<file path="src/rtl/magic_pkg.sv">
package magic_pkg;
  typedef enum logic [1:0] {
    MS_HUNT  = 2'd0,
    MS_REP   = 2'd1,
    MS_FOUND = 2'd2
  } match_state_e;

  localparam logic [1:0] PWR_FULL = 2'b00;
  localparam logic [1:0] PWR_LOW  = 2'b01;
  localparam logic [7:0] SYNC_BYTE = 8'hFF;
endpackage

</file>
<file path="src/rtl/magic_sync_counter.sv">
module magic_sync_counter #(
  parameter int unsigned SYNC_LEN = 6
) (
  input  logic clk_i,
  input  logic rst_ni,
  input  logic step_i,
  input  logic sof_i,
  input  logic is_ff_i,
  input  logic restart_i,
  output logic sync_ok_o
);
  localparam int unsigned CNT_W = $clog2(SYNC_LEN + 1);
  localparam logic [CNT_W-1:0] CNT_MAX = CNT_W'(SYNC_LEN);

  logic [CNT_W-1:0] cnt_q;

  always_ff @(posedge clk_i or negedge rst_ni) begin
    if (!rst_ni) begin
      cnt_q <= '0;
    end else if (step_i) begin
      if (sof_i)          cnt_q <= is_ff_i ? CNT_W'(1) : '0;
      else if (restart_i) cnt_q <= '0;
      else if (is_ff_i)   cnt_q <= (cnt_q == CNT_MAX) ? cnt_q : cnt_q + CNT_W'(1);
      else                cnt_q <= '0;
    end
  end

  // saturating: a longer run still reads as complete
  assign sync_ok_o = (cnt_q == CNT_MAX);


  sync_break_chk: assert property (@(posedge clk_i) disable iff (!rst_ni)
    (step_i && !sof_i && !is_ff_i) |=> (cnt_q == '0));


  sync_sat_chk: assert property (@(posedge clk_i) disable iff (!rst_ni)
    cnt_q <= CNT_MAX);


  sync_gap_chk: assert property (@(posedge clk_i) disable iff (!rst_ni)
    !step_i |=> $stable(cnt_q));
endmodule

</file>
<file path="src/rtl/magic_addr_tracker.sv">
module magic_addr_tracker
  import magic_pkg::*;
#(
  parameter int unsigned ADDR_BYTES = 6,
  parameter int unsigned REPS       = 16
) (
  input  logic                    clk_i,
  input  logic                    rst_ni,
  input  logic                    step_i,
  input  logic                    sof_i,
  input  logic [7:0]              byte_i,
  input  logic                    is_ff_i,
  input  logic                    sync_ok_i,
  input  logic [8*ADDR_BYTES-1:0] mac_i,
  output logic                    restart_o,
  output logic                    matched_o
);
  localparam int unsigned POS_W = $clog2(ADDR_BYTES);
  localparam int unsigned REP_W = $clog2(REPS);
  localparam logic [POS_W-1:0] POS_LAST = POS_W'(ADDR_BYTES - 1);
  localparam logic [REP_W-1:0] REP_LAST = REP_W'(REPS - 1);

  logic [7:0] mac_bytes [ADDR_BYTES];

  for (genvar g = 0; g < ADDR_BYTES; g++) begin : g_mac
    assign mac_bytes[g] = mac_i[8*(ADDR_BYTES-1-g) +: 8];
  end

  match_state_e     state_q, state_d;
  logic [POS_W-1:0] pos_q, pos_d;
  logic [REP_W-1:0] rep_q, rep_d;
  logic             complete;
  logic             byte_hit;
  logic             entry_hit;

  always_comb begin
    byte_hit  = (byte_i == mac_bytes[pos_q]);
    entry_hit = sync_ok_i && !is_ff_i && (byte_i == mac_bytes[0]);
    state_d   = state_q;
    pos_d     = pos_q;
    rep_d     = rep_q;
    complete  = 1'b0;
    restart_o = 1'b0;
    if (step_i) begin
      if (sof_i) begin
        state_d = MS_HUNT;
        pos_d   = '0;
        rep_d   = '0;
      end else begin
        unique case (state_q)
          MS_HUNT: begin
            if (entry_hit) begin
              state_d = MS_REP;
              pos_d   = POS_W'(1);
              rep_d   = '0;
            end
          end
          MS_REP: begin
            if (byte_hit) begin
              restart_o = 1'b1;
              if (pos_q == POS_LAST) begin
                pos_d = '0;
                if (rep_q == REP_LAST) begin
                  state_d  = MS_FOUND;
                  complete = 1'b1;
                end else begin
                  rep_d = rep_q + REP_W'(1);
                end
              end else begin
                pos_d = pos_q + POS_W'(1);
              end
            end else begin
              // break: back to hunting, counter sees this byte fresh
              state_d = MS_HUNT;
              pos_d   = '0;
              rep_d   = '0;
            end
          end
          MS_FOUND: restart_o = 1'b1;
          default:  state_d = MS_HUNT;
        endcase
      end
    end
  end

  always_ff @(posedge clk_i or negedge rst_ni) begin
    if (!rst_ni) begin
      state_q <= MS_HUNT;
      pos_q   <= '0;
      rep_q   <= '0;
    end else begin
      state_q <= state_d;
      pos_q   <= pos_d;
      rep_q   <= rep_d;
    end
  end

  assign matched_o = (state_q == MS_FOUND) || complete;


  found_hold_chk: assert property (@(posedge clk_i) disable iff (!rst_ni)
    (state_q == MS_FOUND && !(step_i && sof_i)) |=> (state_q == MS_FOUND));


  sof_clear_chk: assert property (@(posedge clk_i) disable iff (!rst_ni)
    (step_i && sof_i) |=> (state_q == MS_HUNT));


  rep_entry_chk: assert property (@(posedge clk_i) disable iff (!rst_ni)
    (state_q == MS_REP && $past(state_q) == MS_HUNT)
      |-> $past(sync_ok_i && step_i && byte_i != SYNC_BYTE));


  track_gap_chk: assert property (@(posedge clk_i) disable iff (!rst_ni)
    !step_i |=> ($stable(state_q) && $stable(pos_q) && $stable(rep_q)));
endmodule

</file>
<file path="src/rtl/magic_wake_ctrl.sv">
module magic_wake_ctrl
  import magic_pkg::*;
(
  input  logic       clk_i,
  input  logic       rst_ni,
  input  logic       step_i,
  input  logic       eof_i,
  input  logic       crc_ok_i,
  input  logic       matched_i,
  input  logic [1:0] pwr_state_i,
  input  logic       mp_enable_i,
  input  logic       wake_clr_i,
  output logic       wake_o,
  output logic       wake_sticky_o
);
  logic det_en;
  logic fire;
  logic wake_q, sticky_q;

  always_comb begin
    unique case (pwr_state_i)
      PWR_FULL: det_en = mp_enable_i;
      PWR_LOW:  det_en = 1'b1;
      default:  det_en = 1'b0;
    endcase
  end

  assign fire = step_i && eof_i && crc_ok_i && matched_i && det_en;

  always_ff @(posedge clk_i or negedge rst_ni) begin
    if (!rst_ni) begin
      wake_q   <= 1'b0;
      sticky_q <= 1'b0;
    end else begin
      wake_q   <= fire;
      sticky_q <= fire || (sticky_q && !wake_clr_i);
    end
  end

  assign wake_o        = wake_q;
  assign wake_sticky_o = sticky_q;


  wake_src_chk: assert property (@(posedge clk_i) disable iff (!rst_ni)
    wake_o |-> $past(step_i && eof_i && crc_ok_i));


  wake_gate_chk: assert property (@(posedge clk_i) disable iff (!rst_ni)
    wake_o |-> (($past(pwr_state_i) == PWR_FULL && $past(mp_enable_i)) ||
                $past(pwr_state_i) == PWR_LOW));


  sticky_set_chk: assert property (@(posedge clk_i) disable iff (!rst_ni)
    wake_o |-> wake_sticky_o);


  sticky_hold_chk: assert property (@(posedge clk_i) disable iff (!rst_ni)
    (wake_sticky_o && !wake_clr_i) |=> wake_sticky_o);


  sticky_clr_chk: assert property (@(posedge clk_i) disable iff (!rst_ni)
    wake_clr_i |=> (wake_sticky_o == wake_o));
endmodule

</file>
<file path="src/rtl/magic_pkt_detect.sv">
module magic_pkt_detect
  import magic_pkg::*;
#(
  parameter int unsigned SYNC_LEN   = 6,
  parameter int unsigned ADDR_BYTES = 6,
  parameter int unsigned REPS       = 16
) (
  input  logic                    clk_i,
  input  logic                    rst_ni,
  input  logic                    sof_i,
  input  logic                    byte_valid_i,
  input  logic [7:0]              byte_i,
  input  logic                    eof_i,
  input  logic                    crc_ok_i,
  input  logic [8*ADDR_BYTES-1:0] station_mac_i,
  input  logic [1:0]              pwr_state_i,
  input  logic                    mp_enable_i,
  input  logic                    wake_clr_i,
  output logic                    wake_o,
  output logic                    wake_sticky_o
);
  logic is_ff;
  logic sync_ok;
  logic restart;
  logic matched;

  assign is_ff = (byte_i == SYNC_BYTE);

  magic_sync_counter #(.SYNC_LEN(SYNC_LEN)) u_sync (
    .clk_i     (clk_i),
    .rst_ni    (rst_ni),
    .step_i    (byte_valid_i),
    .sof_i     (sof_i),
    .is_ff_i   (is_ff),
    .restart_i (restart),
    .sync_ok_o (sync_ok)
  );

  magic_addr_tracker #(.ADDR_BYTES(ADDR_BYTES), .REPS(REPS)) u_track (
    .clk_i     (clk_i),
    .rst_ni    (rst_ni),
    .step_i    (byte_valid_i),
    .sof_i     (sof_i),
    .byte_i    (byte_i),
    .is_ff_i   (is_ff),
    .sync_ok_i (sync_ok),
    .mac_i     (station_mac_i),
    .restart_o (restart),
    .matched_o (matched)
  );

  magic_wake_ctrl u_wake (
    .clk_i         (clk_i),
    .rst_ni        (rst_ni),
    .step_i        (byte_valid_i),
    .eof_i         (eof_i),
    .crc_ok_i      (crc_ok_i),
    .matched_i     (matched),
    .pwr_state_i   (pwr_state_i),
    .mp_enable_i   (mp_enable_i),
    .wake_clr_i    (wake_clr_i),
    .wake_o        (wake_o),
    .wake_sticky_o (wake_sticky_o)
  );


  wake_pulse_chk: assert property (@(posedge clk_i) disable iff (!rst_ni)
    wake_o |-> $past(byte_valid_i && eof_i));
endmodule

</file>
<file path="config.mk">
export PLATFORM = sky130hd
export DESIGN_NAME = magic_pkt_detect
export DESIGN_NICKNAME = d
export VERILOG_FILES = /design/src/rtl/magic_pkg.sv /design/src/rtl/magic_sync_counter.sv /design/src/rtl/magic_addr_tracker.sv /design/src/rtl/magic_wake_ctrl.sv /design/src/rtl/magic_pkt_detect.sv
export SDC_FILE = /design/constraint.sdc
export NUM_CORES = 1
export LEC_CHECK = 0
export ABC_AREA = 1
export BUFFER_PORTS_ARGS = -buffer_cell sky130_fd_sc_hd__buf_2
export CAP_MARGIN = 5
export CORE_ASPECT_RATIO = 0.5
export CORE_MARGIN = 8
export CORE_UTILIZATION = 45
export DETAILED_ROUTE_END_ITERATION = 7
export PLACE_DENSITY = 0.74
export SLEW_MARGIN = 20
export SYNTH_ARGS = -nofsm -noshare
export SYNTH_HDL_FRONTEND = slang
export SYNTH_SLANG_ARGS = --single-unit
</file>
<file path="constraint.sdc">
create_clock -name clk_i -period 4.73 [get_ports clk_i]
set_input_delay 0.2365 -clock clk_i [delete_from_list [all_inputs] [get_ports clk_i]]
set_output_delay 0.2365 -clock clk_i [all_outputs]
set_load 0.02 [all_outputs]
</file>
==> flow_summary.ini <==
[floorplanning]
io_pins = 68
die_area_mm2 = 0.006404
initial_core_util_pct = 46.60
die_w_um = 105.5
core_area_mm2 = 0.003864
die_h_um = 60.73
num_rows = 16

[hold_path]
hold_depth = 2
hold_class = in2reg

[setup_path]
slowest_delay_ps = 980
crit_family = simple AND/OR/NAND/NOR gates
crit_chain = inv_6, or2_1, nand2_1, nand2_1, nand2_1, nand3_1, nand2_1, nand2_1, nor2_2, nand3_4, nand2_1, nand2_2, nand2_1, nand2_2, nand2_1, o21ai_1
crit_top_cell = nand2_1
critPathKind = reg2reg
end_kind = flop
crit_slowest_cell = dfrtp_1
path_buf_inv = 1
cp_max_fo = 28
cp.arrival_ps = 2840
worst_setup_path_start_kind = flop
cp.depth = 16
reg2reg_depth = 16
cp.required_ps = 4860

[synth]
synth_cell_types = 31
ys_ff_latch = 14
syn_avg_cell_area_um2 = 5.808
synth_cells = 310
yosysMostFrequentCell = nand2_1
yosysWarnings = 0
synth_area_leaders = nand2_1, dfrtp_1, inv_1
synth_top_area_share_pct = 28.98
ys.flop_type = dfrtp_1
synth_nets = 383
synth_common_cells = nand2_1, inv_1, nand3_1
syn_area_mm2 = 0.001800
ys_seq_area_share_pct = 19.46
yosys.area.top_type = nand2_1
async_reset_ff_share_pct = 100.0
synth_enable_flop_cells = 0

[cts]
path_clk_slew_ps = 60
cts_sinks = 14
clock_path_buffers = 2
clock_latency_ps = 240
numCtsBuffers = 3
postCtsSetupRepairBufs = 0
cts_root_buf = clkbuf_8
cts_resized = 0
tritoncts = yes
htree_levels = 1

[place]
dpl_cell_area_mm2 = 0.002133
gp_congestion = 0.8826
post-place-ws_ps = 2049
dp_hpwl_mm = 4.051
port_buffers = 67

[power_and_ir_drop]
power_frac_seq_pct = 31.4
internal-power_mw = 0.2832
powerDensity_mw_per_mm2 = 217.7
p_switching_mw = 0.1955
p_comb_share_pct = 44.5
p_leak_nw = 1.345
p_clk_share_pct = 24.1
p_sw_share_pct = 40.84
peakVddDrop_mv = 0.1276

[route]
ant_nets = 0
viasPerCell = 4.773
dr.first_iter.drc_count = 66
post-route-drc-count = 0
wl_per_cell_um = 11.49
vias = 2043
first_pass_iters = 4
postRouteWirelength_mm = 4.918

[sta]
final-setup-viol-count = 0
worstMarginPinSlew_ps = 971.8
fmax_mhz = 368.6
setup_slack_ps = 2017
maxSlewViolCount = 0
setup_tns_ps = 0
max_slew_margin_pct = 35.21
hold_viol = 0
final.min_clock_period_ps = 2713
skew_ps = 3.262
fin_crit_sh_pct = 57.35
rsz0062_at_grt = false

[job]
drv_cap = 0

[finish]
fillers = 402
design_area_mm2 = 0.002198
diodes = 0
synthToLayoutAreaGrowth_pct = 22.10
finalCoreUtilization_pct = 56.90
layout.nets = 448
layout-drive-gt1-share_pct = 24.33

[global_routing]
grt_max_degree = 29
grt_pass1_wl_mm = 8.211
antenna_found_initial = 0
grt_usage_pct = 15.22
grt_remaining_overflow = 0
grt_pass1_vias = 1942

[status]
outcome = finished, final reports clean
## metal layers
layer  global-route usage, %  share of wire, %  vias up
met2                   28.18                47       56
li1                        -                 -     1100
met1                   18.22                46      885
met3                   3.178               7.0        2
met5                       0                 0        -
met4                   2.811              0.55        0
## cell families after synthesis
kind of cell	count (synthesis)	synth area share [%]
simple gates	208	50.80
buf+inv	52	13.34
compound gates	22	8.130
flops	14	19.46
xor+xnor	7	3.405
fa+ha+maj	7	4.864
## cells in the final DEF, fill, tap and decap left out, drive strengths merged
cell type    instances
nand2              142
buf                 67
inv                 44
nand3               26
nor2                19
dfrtp               14
o21ai               10
ha                   7
nor4                 6
nand4                6
or2                  5
o21a                 4
o211ai               4
xor2                 4
nor3                 4
clkbuf               4
xnor2                3
a21oi                3
o22ai                1
dlygate4sd3          1
## power by group through the flow
stage / logic (mW) / clock network (mW) / registers, mW
2_1_floorplan: 0.197 / 0 / 0.129
3_3_place_gp: 0.205 / 0 / 0.151
3_5_place_dp: 0.211 / 0 / 0.152
4_1_cts: 0.213 / 0.120 / 0.150
5_1_grt: 0.248 / 0.125 / 0.152
6_report: 0.213 / 0.116 / 0.150
## state kept, by name, summed over array words and instances, names as in the netlist
| register | cells |
|---|---|
| u_sync.cnt_q | 3 |
| u_track.rep_q | 4 |
| u_track.state_q | 2 |
| u_track.pos_q | 3 |
| u_wake.wake_o | 1 |
| u_wake.wake_sticky_o | 1 |
## through the flow
| stage | cells | power [mW] | hold WS, ps |
|---|---|---|---|
| floorplan | 310 | 0.3263 | -59.09 |
| global placement | 423 | 0.3557 | 143.7 |
| detailed placement | 423 | 0.3631 | 149.3 |
| CTS | 428 | 0.4830 | 148.0 |
| global route | 428 | 0.5252 | 156.8 |
| finish | 428 | 0.4786 | 150.3 |
## worst paths after layout
path	slack (ps)	to	start
worst min register to register	520	u_track.rep_q[1]$_DFFE_PN0P_	u_track.rep_q[1]$_DFFE_PN0P_
worst min-delay path	150	u_wake.wake_sticky_o$_DFF_PN0_	wake_clr_i
max in group asynchronous	4070	u_sync.cnt_q[2]$_DFFE_PN0P_	rst_ni
worst max register to register	2020	u_sync.cnt_q[2]$_DFFE_PN0P_	u_track.pos_q[0]$_DFFE_PN0P_
min in group asynchronous	410	u_track.rep_q[1]$_DFFE_PN0P_	rst_ni
worst max-delay path	2020	u_sync.cnt_q[2]$_DFFE_PN0P_	u_track.pos_q[0]$_DFFE_PN0P_
## layout make-up
type / instances / area (µm²) / area share, %
clock buffers: 4 / 55.05 / 2.504
well taps: 54 / 67.56 / 3.073
multi-input cells: 244 / 1210 / 55.04
inverters: 44 / 170.2 / 7.740
flip-flops and latches: 14 / 350.3 / 15.94
repair buffers: 68 / 345.3 / 15.71
## repair_timing
| action | in CTS | in global routing |
|---|---|---|
| setup endpoints to repair | 0 | 0 |
| hold buffers | 1 | 0 |
| endpoints found under the hold margin | 14 | 0 |
Power figures use the tool's default switching activity.
